===== src/rtl/prom_pkg.sv =====
package prom_pkg;

  typedef enum logic [2:0] {
    MODE_STANDBY,
    MODE_INHIBIT,
    MODE_READ,
    MODE_OUTDIS,
    MODE_PROGRAM,
    MODE_VERIFY,
    MODE_IDENT,
    MODE_UNLISTED
  } promMode_e;

  typedef struct packed {
    logic eraseAll;
    logic writeByte;
    logic driveArray;
    logic driveIdent;
  } promStrobe_t;

endpackage


===== src/rtl/prom_mode_decode.sv =====
module prom_mode_decode
  import prom_pkg::*;
(
  input  logic        ceN,
  input  logic        oeN,
  input  logic        progN,
  input  logic        vppHigh,
  input  logic        idHigh,
  input  logic        eraseReq,
  output promStrobe_t strobe
);

  promMode_e mode;

  // Mode decode: chip enable first, then supply level, then the output and program controls
  always_comb begin
    if (ceN) begin
      mode = vppHigh ? MODE_INHIBIT : MODE_STANDBY;
    end else if (!vppHigh) begin
      if (oeN)                 mode = MODE_OUTDIS;
      else if (idHigh && progN) mode = MODE_IDENT;
      else                     mode = MODE_READ;
    end else begin
      case ({oeN, progN})
        2'b10:   mode = MODE_PROGRAM;
        2'b01:   mode = MODE_VERIFY;
        default: mode = MODE_UNLISTED;
      endcase
    end
  end

  always_comb begin
    strobe          = '0;
    strobe.eraseAll = eraseReq;
    case (mode)
      MODE_READ,
      MODE_VERIFY:  strobe.driveArray = 1'b1;
      MODE_IDENT:   strobe.driveIdent = 1'b1;
      MODE_PROGRAM: strobe.writeByte  = 1'b1;
      default:      ;
    endcase
  end

endmodule


===== src/rtl/prom_array_dp.sv =====
module prom_array_dp
  import prom_pkg::*;
#(
  parameter int          DEPTH    = 256,
  parameter int          DATA_W   = 8,
  parameter logic [7:0]  MFR_CODE = 8'h20,
  parameter logic [7:0]  DEV_CODE = 8'h05,
  localparam int         IDX_W    = $clog2(DEPTH)
) (
  input  logic              clk,
  input  logic              rstN,
  input  promStrobe_t       strobe,
  input  logic [IDX_W-1:0]  idx,
  input  logic              addrLsb,
  input  logic [DATA_W-1:0] dataIn,
  output logic [DATA_W-1:0] dataOut,
  output logic              dataOe
);

  logic [DATA_W-1:0] mem [DEPTH];
  logic [DATA_W-1:0] storedByte;
  logic [DATA_W-1:0] clearedByte;
  logic [DATA_W-1:0] idCode;

  assign storedByte  = mem[idx];
  assign clearedByte = storedByte & dataIn;
  assign idCode      = addrLsb ? DATA_W'(DEV_CODE) : DATA_W'(MFR_CODE);

  // Array: reset and erase fill with ones; programming only clears bits
  always_ff @(posedge clk) begin
    if (!rstN || strobe.eraseAll) begin
      for (int i = 0; i < DEPTH; i++) mem[i] <= '1;
    end else if (strobe.writeByte) begin
      mem[idx] <= clearedByte;
    end
  end

  // Registered bus side
  always_ff @(posedge clk) begin
    if (!rstN) begin
      dataOut <= '0;
      dataOe  <= 1'b0;
    end else begin
      dataOe <= strobe.driveArray | strobe.driveIdent;
      if (strobe.driveIdent)      dataOut <= idCode;
      else if (strobe.driveArray) dataOut <= storedByte;
      else                        dataOut <= '0;
    end
  end

endmodule


===== src/rtl/prom_ctrl_top.sv =====
module prom_ctrl_top
  import prom_pkg::*;
#(
  parameter int          ADDR_W   = 17,
  parameter int          DATA_W   = 8,
  parameter int          DEPTH    = 256,
  parameter logic [7:0]  MFR_CODE = 8'h20,
  parameter logic [7:0]  DEV_CODE = 8'h05,
  localparam int         IDX_W    = $clog2(DEPTH)
) (
  input  logic              clk,
  input  logic              rstN,
  input  logic [ADDR_W-1:0] addr,
  input  logic [DATA_W-1:0] dataIn,
  output logic [DATA_W-1:0] dataOut,
  output logic              dataOe,
  input  logic              ceN,
  input  logic              oeN,
  input  logic              progN,
  input  logic              vppHigh,
  input  logic              idHigh,
  input  logic              eraseAll
);

  promStrobe_t strobe;

  // Address bits above the array index alias onto the array
  generate
    if (IDX_W < ADDR_W) begin : g_alias
      logic unusedHighAddr;
      assign unusedHighAddr = ^addr[ADDR_W-1:IDX_W];
    end
  endgenerate

  prom_mode_decode u_decode (
    .ceN      (ceN),
    .oeN      (oeN),
    .progN    (progN),
    .vppHigh  (vppHigh),
    .idHigh   (idHigh),
    .eraseReq (eraseAll),
    .strobe   (strobe)
  );

  prom_array_dp #(
    .DEPTH    (DEPTH),
    .DATA_W   (DATA_W),
    .MFR_CODE (MFR_CODE),
    .DEV_CODE (DEV_CODE)
  ) u_dp (
    .clk     (clk),
    .rstN    (rstN),
    .strobe  (strobe),
    .idx     (addr[IDX_W-1:0]),
    .addrLsb (addr[0]),
    .dataIn  (dataIn),
    .dataOut (dataOut),
    .dataOe  (dataOe)
  );

endmodule


===== config.mk =====
export PLATFORM = sky130hd
export DESIGN_NAME = prom_ctrl_top
export DESIGN_NICKNAME = d
export VERILOG_FILES = /design/src/rtl/prom_pkg.sv /design/src/rtl/prom_mode_decode.sv /design/src/rtl/prom_array_dp.sv /design/src/rtl/prom_ctrl_top.sv
export SDC_FILE = /design/constraint.sdc
export NUM_CORES = 2
export LEC_CHECK = 0
export ABC_AREA = 1
export ABC_CLOCK_PERIOD_IN_PS = 4900
export CAP_MARGIN = 20
export CELL_PAD_IN_SITES_DETAIL_PLACEMENT = 2
export CELL_PAD_IN_SITES_GLOBAL_PLACEMENT = 2
export CORE_AREA = 5 5 693 352
export CTS_CLUSTER_SIZE = 16
export DETAILED_ROUTE_END_ITERATION = 8
export DIE_AREA = 0 0 698 357
export PLACE_DENSITY_LB_ADDON = 0.1
export SYNTH_ARGS = -nofsm -noshare
export SYNTH_HDL_FRONTEND = slang
export SYNTH_SLANG_ARGS = --single-unit

===== constraint.sdc =====
create_clock -name clk -period 4.9 [get_ports clk]
set_input_delay 0.49 -clock clk [delete_from_list [all_inputs] [get_ports clk]]
set_output_delay 0.49 -clock clk [all_outputs]
set_load 0.01 [all_outputs]

### After elaboration in Yosys (flattened, before gate mapping)

Memories as Yosys holds them, arrays and structs flattened.
Index checks and enable logic that the tools add are counted.

| word-level totals | value |
|---|---|
| register bits after elaboration | 9 |
| bits in writable memories | 2048 |
| input port bits | 33 |
| logic and storage cells | 36 |
| memories kept | 1 |

| cells by class | value |
|---|---|
| equality and inequality tests | 6 |
| muxes and demuxes | 20 |
| bitwise logic cells | 2 |
| reduce and logical (&&, ||, !) cells | 5 |

Memories:

| memory | depth | width | read ports | clocked after Yosys merged registers in | write ports | line | source |
|---|---|---|---|---|---|---|---|
| u_dp.mem | 256 | 8 | 1 | 0 | 256 | prom_array_dp.sv:20 | `logic [DATA_W-1:0] mem [DEPTH];` |

Operators by type and width:

| kind | count |
|---|---|
| $mux W8 | 4 |
| $mux W3 | 4 |
| $mux W1 | 10 |
| $eq A3 B3 Y1 const B | 3 |
| $and A8 B8 Y8 | 1 |
| $reduce_or A8 Y1 | 1 |
| $mux W6 | 1 |
| $pmux W2 S2 | 1 |
| $eq A3 B2 Y1 const B | 1 |
| $eq A2 B1 Y1 const B | 1 |
| $eq A2 B2 Y1 const B | 1 |
| $reduce_or A2 Y1 | 1 |
| $logic_and A1 B1 Y1 | 1 |
| $logic_not A1 Y1 | 1 |
| $logic_or A1 B1 Y1 | 1 |
| $or A1 B1 Y1 | 1 |

### Logic depth before layout (Yosys ltp)

| depth | value |
|---|---|
| depth after elaboration | 12 |
| depth in mapped cells | 20 |
| depth with buffers taken out | 15 |

### By module

A second synthesis with hierarchy kept.

| second synthesis, totals | value |
|---|---|
| cell total of the unflattened synthesis | 10183 |
| area, all modules | 94166.6 µm² |

By module, submodules not included:

| module | times used | cells an instance | area each (µm²) | seq. area each (µm²) |
|---|---|---|---|---|
| prom_array_dp | 1 | 10164 | 94071.5 | 61679.2 |
| prom_mode_decode | 1 | 19 | 95.1 | 0.0 |

### Least setup slack after synthesis

Ideal clock, no wire load.

| path | value |
|---|---|
| kind | input port to flip-flop |
| start | input addr[1] |
| end | memory u_dp.mem[121][0], enable pin |
| setup time | 384 ps |
| arrival | 2568 ps |
| data required time | 4516 ps |
| path slack | 1948 ps |
| stages | 10 |
| path buffers | 5 |
| cells stage by stage | buf_2 -> nor2_1 -> buf_2 -> buf_2 -> buf_1 -> inv_1 -> nor3_1 -> inv_1 -> clkbuf_1 -> o21ai_0 |

RTL lines:

| element | line | source |
|---|---|---|
| start: declaration | prom_ctrl_top.sv:13 | `input logic [ADDR_W-1:0] addr,` |
| end: declaration | prom_array_dp.sv:20 |  |

==> impl_results.md <==
- Result of the run: finished clean
- Delay of the slowest critical-path stage: 0.64 ns
- Clk_lat worst skew: 0.88 ns
- Vias in the first global route: 83200
- Final worst setup slack: 0.826 ns
- Max stage delay cell, worst path: o21ai_0
- CTS tree: done
- Achievable Freq: 0.245 GHz
- Commonest cells after routing, fill and taps aside: nand2_1 (6024), edfxtp_1 (2048), buf_4 (494)
- Critical path cell sequence: buf_8, inv_8, buf_12, buf_4, nand2_1, a21oi_1, o21ai_0, nand2_1, o21ai_0, nand2_1, nor2_1, nand3_1, o21ai_4, buf_12, buf_12, nand2_1
- Worst slew margin relative to its limit: a little under a fifth
- Crit path max-delay family: compound AO/OA/AOI/OAI gates
- Reported net switching power: 10.9 mW
- Final setup TNS: 0 ns
- Slack of the worst reg-to-reg path: 1.10 ns
- Final period util: 83.1%
- Kind of start point of the critical path: primary input
- Fraction of final layout cells sized beyond drive strength 1: between 8 and 9%
- Clk buf depth: 4
- Die width: approximately 700 um
- Tightest Hold Check Type: in2reg
- Combinational cell fraction of total power: 11.9%
- Arrival time worst endpoint: 4.63 ns
- Number of primary I/O pins: between 40 and 50
- Layout overhead on the synthesized area: 14.8%
- Proportion of power drawn by the clock network: about two fifths
- First-iteration detailed-routing DRC count: 9538
- Max-capacitance violation count: 0
- Leakage component of the power: 37.2 nW
- Placed wire-length estimate: 273000 um
- Crit Path Max Fanout: 27
- Portion of the post-synthesis area used by sequential elements: 65.5%
- Largest net degree at the start of global routing: between 100 and 150
- Number of port buffers: 32
- Vias: 79500
- Count of final hold-check violations: 0
- Clock skew after layout: 0.0480 ns
- Syn_nets: 10300
- Final Routed Wirelength: roughly 410000 um
- Final Max Tran Viols: 0
- Most common cell after layout, fill and taps aside: nand2_1
- Routed vias/inst: 5.79
- Maximum level of the CTS H-tree: 4
- Number of buffers inserted by hold repair at cts: 0
- Most used cell, CP: nand2_1
- Post-Synthesis Cell Area: 94200 um^2
- Combined buffer and inverter count along the critical path: 6
- Per-cell routed wire length: 29.6 um
- Die area: 249000 um^2
- Count of buffers added by post-CTS timing repair for setup: 0
- Kind of end point of the critical path: flip-flop
- Min Tclk post-route: 4.07 ns
- Total congestion overflow after global routing: 0
- Tightest Pin Transition: roughly 1.2 ns
- Clock Sink Count: 2057
- Setup repair after global routing missed its margin: no
- Endpoint required time on the critical path: 5.45 ns
- Number of instances in the synthesized netlist: 10300
- Num CTS Buffers: 204
- Power density over the cells: 368 nW/um^2
- Category of the most critical setup path: in2reg
- Yosys Warn Count: 0
- Post-Synthesis Mean Instance Area: ~9.2 um^2
- Residual DRC: 0
- Initial Util: 39.7%
- Wire length of the first global-routing pass: about 600000 um
- Antenna violation net count after detailed routing: 0
- Number of distinct library cell variants in the gate-level netlist after synthesis: 21
- Number of flip-flops and latches in the synthesized netlist: about 2100
- Area of the core: 238000 um^2
- Count of cells resized by post-cts repair: 0
- Final RePlAce weighted congestion: 0.864
- Overall routing resource usage: around a third
- Fraction of power spent switching nets: 27.3%
- Clock Pin Slew Worst Setup and Hold Paths: 0.07 ns
- Worst supply voltage drop on vdd: between 0.3 and 0.4 mV
- DR pass1 iterations: 6
- Initial antenna violation count: 28
- Nets: roughly 10000
- Final setup violating endpoints: 0
- Buffer type at the clock tree root: clkbuf_16
- Internal power: 28.9 mW
- Number of standard-cell rows in the floorplan: 127
- Chip height: about 360 um
- Pre-CTS setup slack: approximately 0.16 ns
- Sequential cell fraction of total power: 48.7%
[power by group through the flow]
stage / Clock, mW / Combinational [mW] / Sequential [mW]
floorplan: 0 / 2.16 / 19.8
CTS: 15.8 / 4.66 / 19.4
global route: 16.6 / 4.97 / 19.4
finish: 15.7 / 4.73 / 19.4
global placement: 0 / 4.44 / 19.7
detailed placement: 0 / 4.62 / 19.7
[sequential cells by signal, indices dropped and copies added (netlist names)]
| name | cells |
|---|---|
| u_dp.dataOut | 8 |
| u_dp.dataOe | 1 |
| u_dp.mem | 2048 |
[worst min-delay path, stage by stage]
cell and delay, ns:
clkdlybuf4s50_1 0.47, nand3_1 0.13, nand2_1 0.06
[metal layers]
layer | global-route usage, % | vias to the layer above | share of wire [%]
li1 | - | 33700 | -
met4 | 6.80 | 8 | 2.2
met3 | 5.61 | 504 | 9.2
met5 | 0 | - | 0.012
met1 | 48.4 | 41800 | 45
met2 | 48.3 | 3470 | 43
[Yosys cell counts]
library cell,count,share of area [%]
nand2_1,6031,24
edfxtp_1,2048,65
nor2_1,444,1.8
o21ai_0,407,2.2
clkbuf_1,383,1.5
nand3_1,373,2.0
buf_2,297,1.6
nand4_1,93,0.62
a21oi_1,65,0.35
inv_1,49,0.20
buf_1,31,0.12
buf_4,15,0.12
dfxtp_1,9,0.19
clkinv_1,6,0.024
nor3_1,5,0.027
inv_2,4,0.016
a31oi_1,1,0.0066
and2_1,1,0.0066
ha_1,1,0.013
nor2_2,1,0.0066
o21ai_2,1,0.0093
[kinds of logic (layout without fill, tap and decap cells)]
group,count (synthesis),after routing,share of synthesized area (%)
DFF,2057,2057,65.5
other,0,1,0
AOI/OAI and AO/OA,474,474,2.52
adders and majority gates,1,1,0.0133
buffers and inverters,785,1093,3.58
and+or+nand+nor,6948,6948,28.4
[through the flow]
step / util (%) / area, um^2 / hold WS (ns) / instances / total power [mW]
6_report: 45.5 / 108000 / 0.334 / 13700 / 39.8
5_1_grt: 45.5 / 108000 / 0.359 / 13700 / 41.0
4_1_cts: 45.5 / 108000 / 0.282 / 13700 / 39.9
3_5_place_dp: 42.9 / 102000 / 1.22 / 13400 / 24.4
3_3_place_gp: 42.9 / 102000 / 1.17 / 13400 / 24.2
2_1_floorplan: - / 94200 / 0.622 / 10300 / 21.9
[cell type report]
type | instances | area [um^2]
repair buffers | 674 | 6850
well taps | 3160 | 3950
clock inverters | 113 | 838
flip-flops and latches | 2057 | 61700
multi-input cells | 7423 | 29300
inverters | 59 | 246
diodes | 1 | 2.50
clock buffers | 247 | 5330
fillers | 25200 | 129000
[path summary, 6_finish.rpt]
path                                       start          endpoint  cells past startpoint
worst max-delay path                     addr[0]  u_dp.mem[136][5]                     16
worst min register to register   u_dp.mem[46][4]   u_dp.dataOut[4]                     10
worst max register to register  u_dp.mem[213][5]  u_dp.mem[136][5]                     12
worst min-delay path                        rstN   u_dp.dataOut[5]                      3
Note: power is estimated with default switching activity, not from simulation.
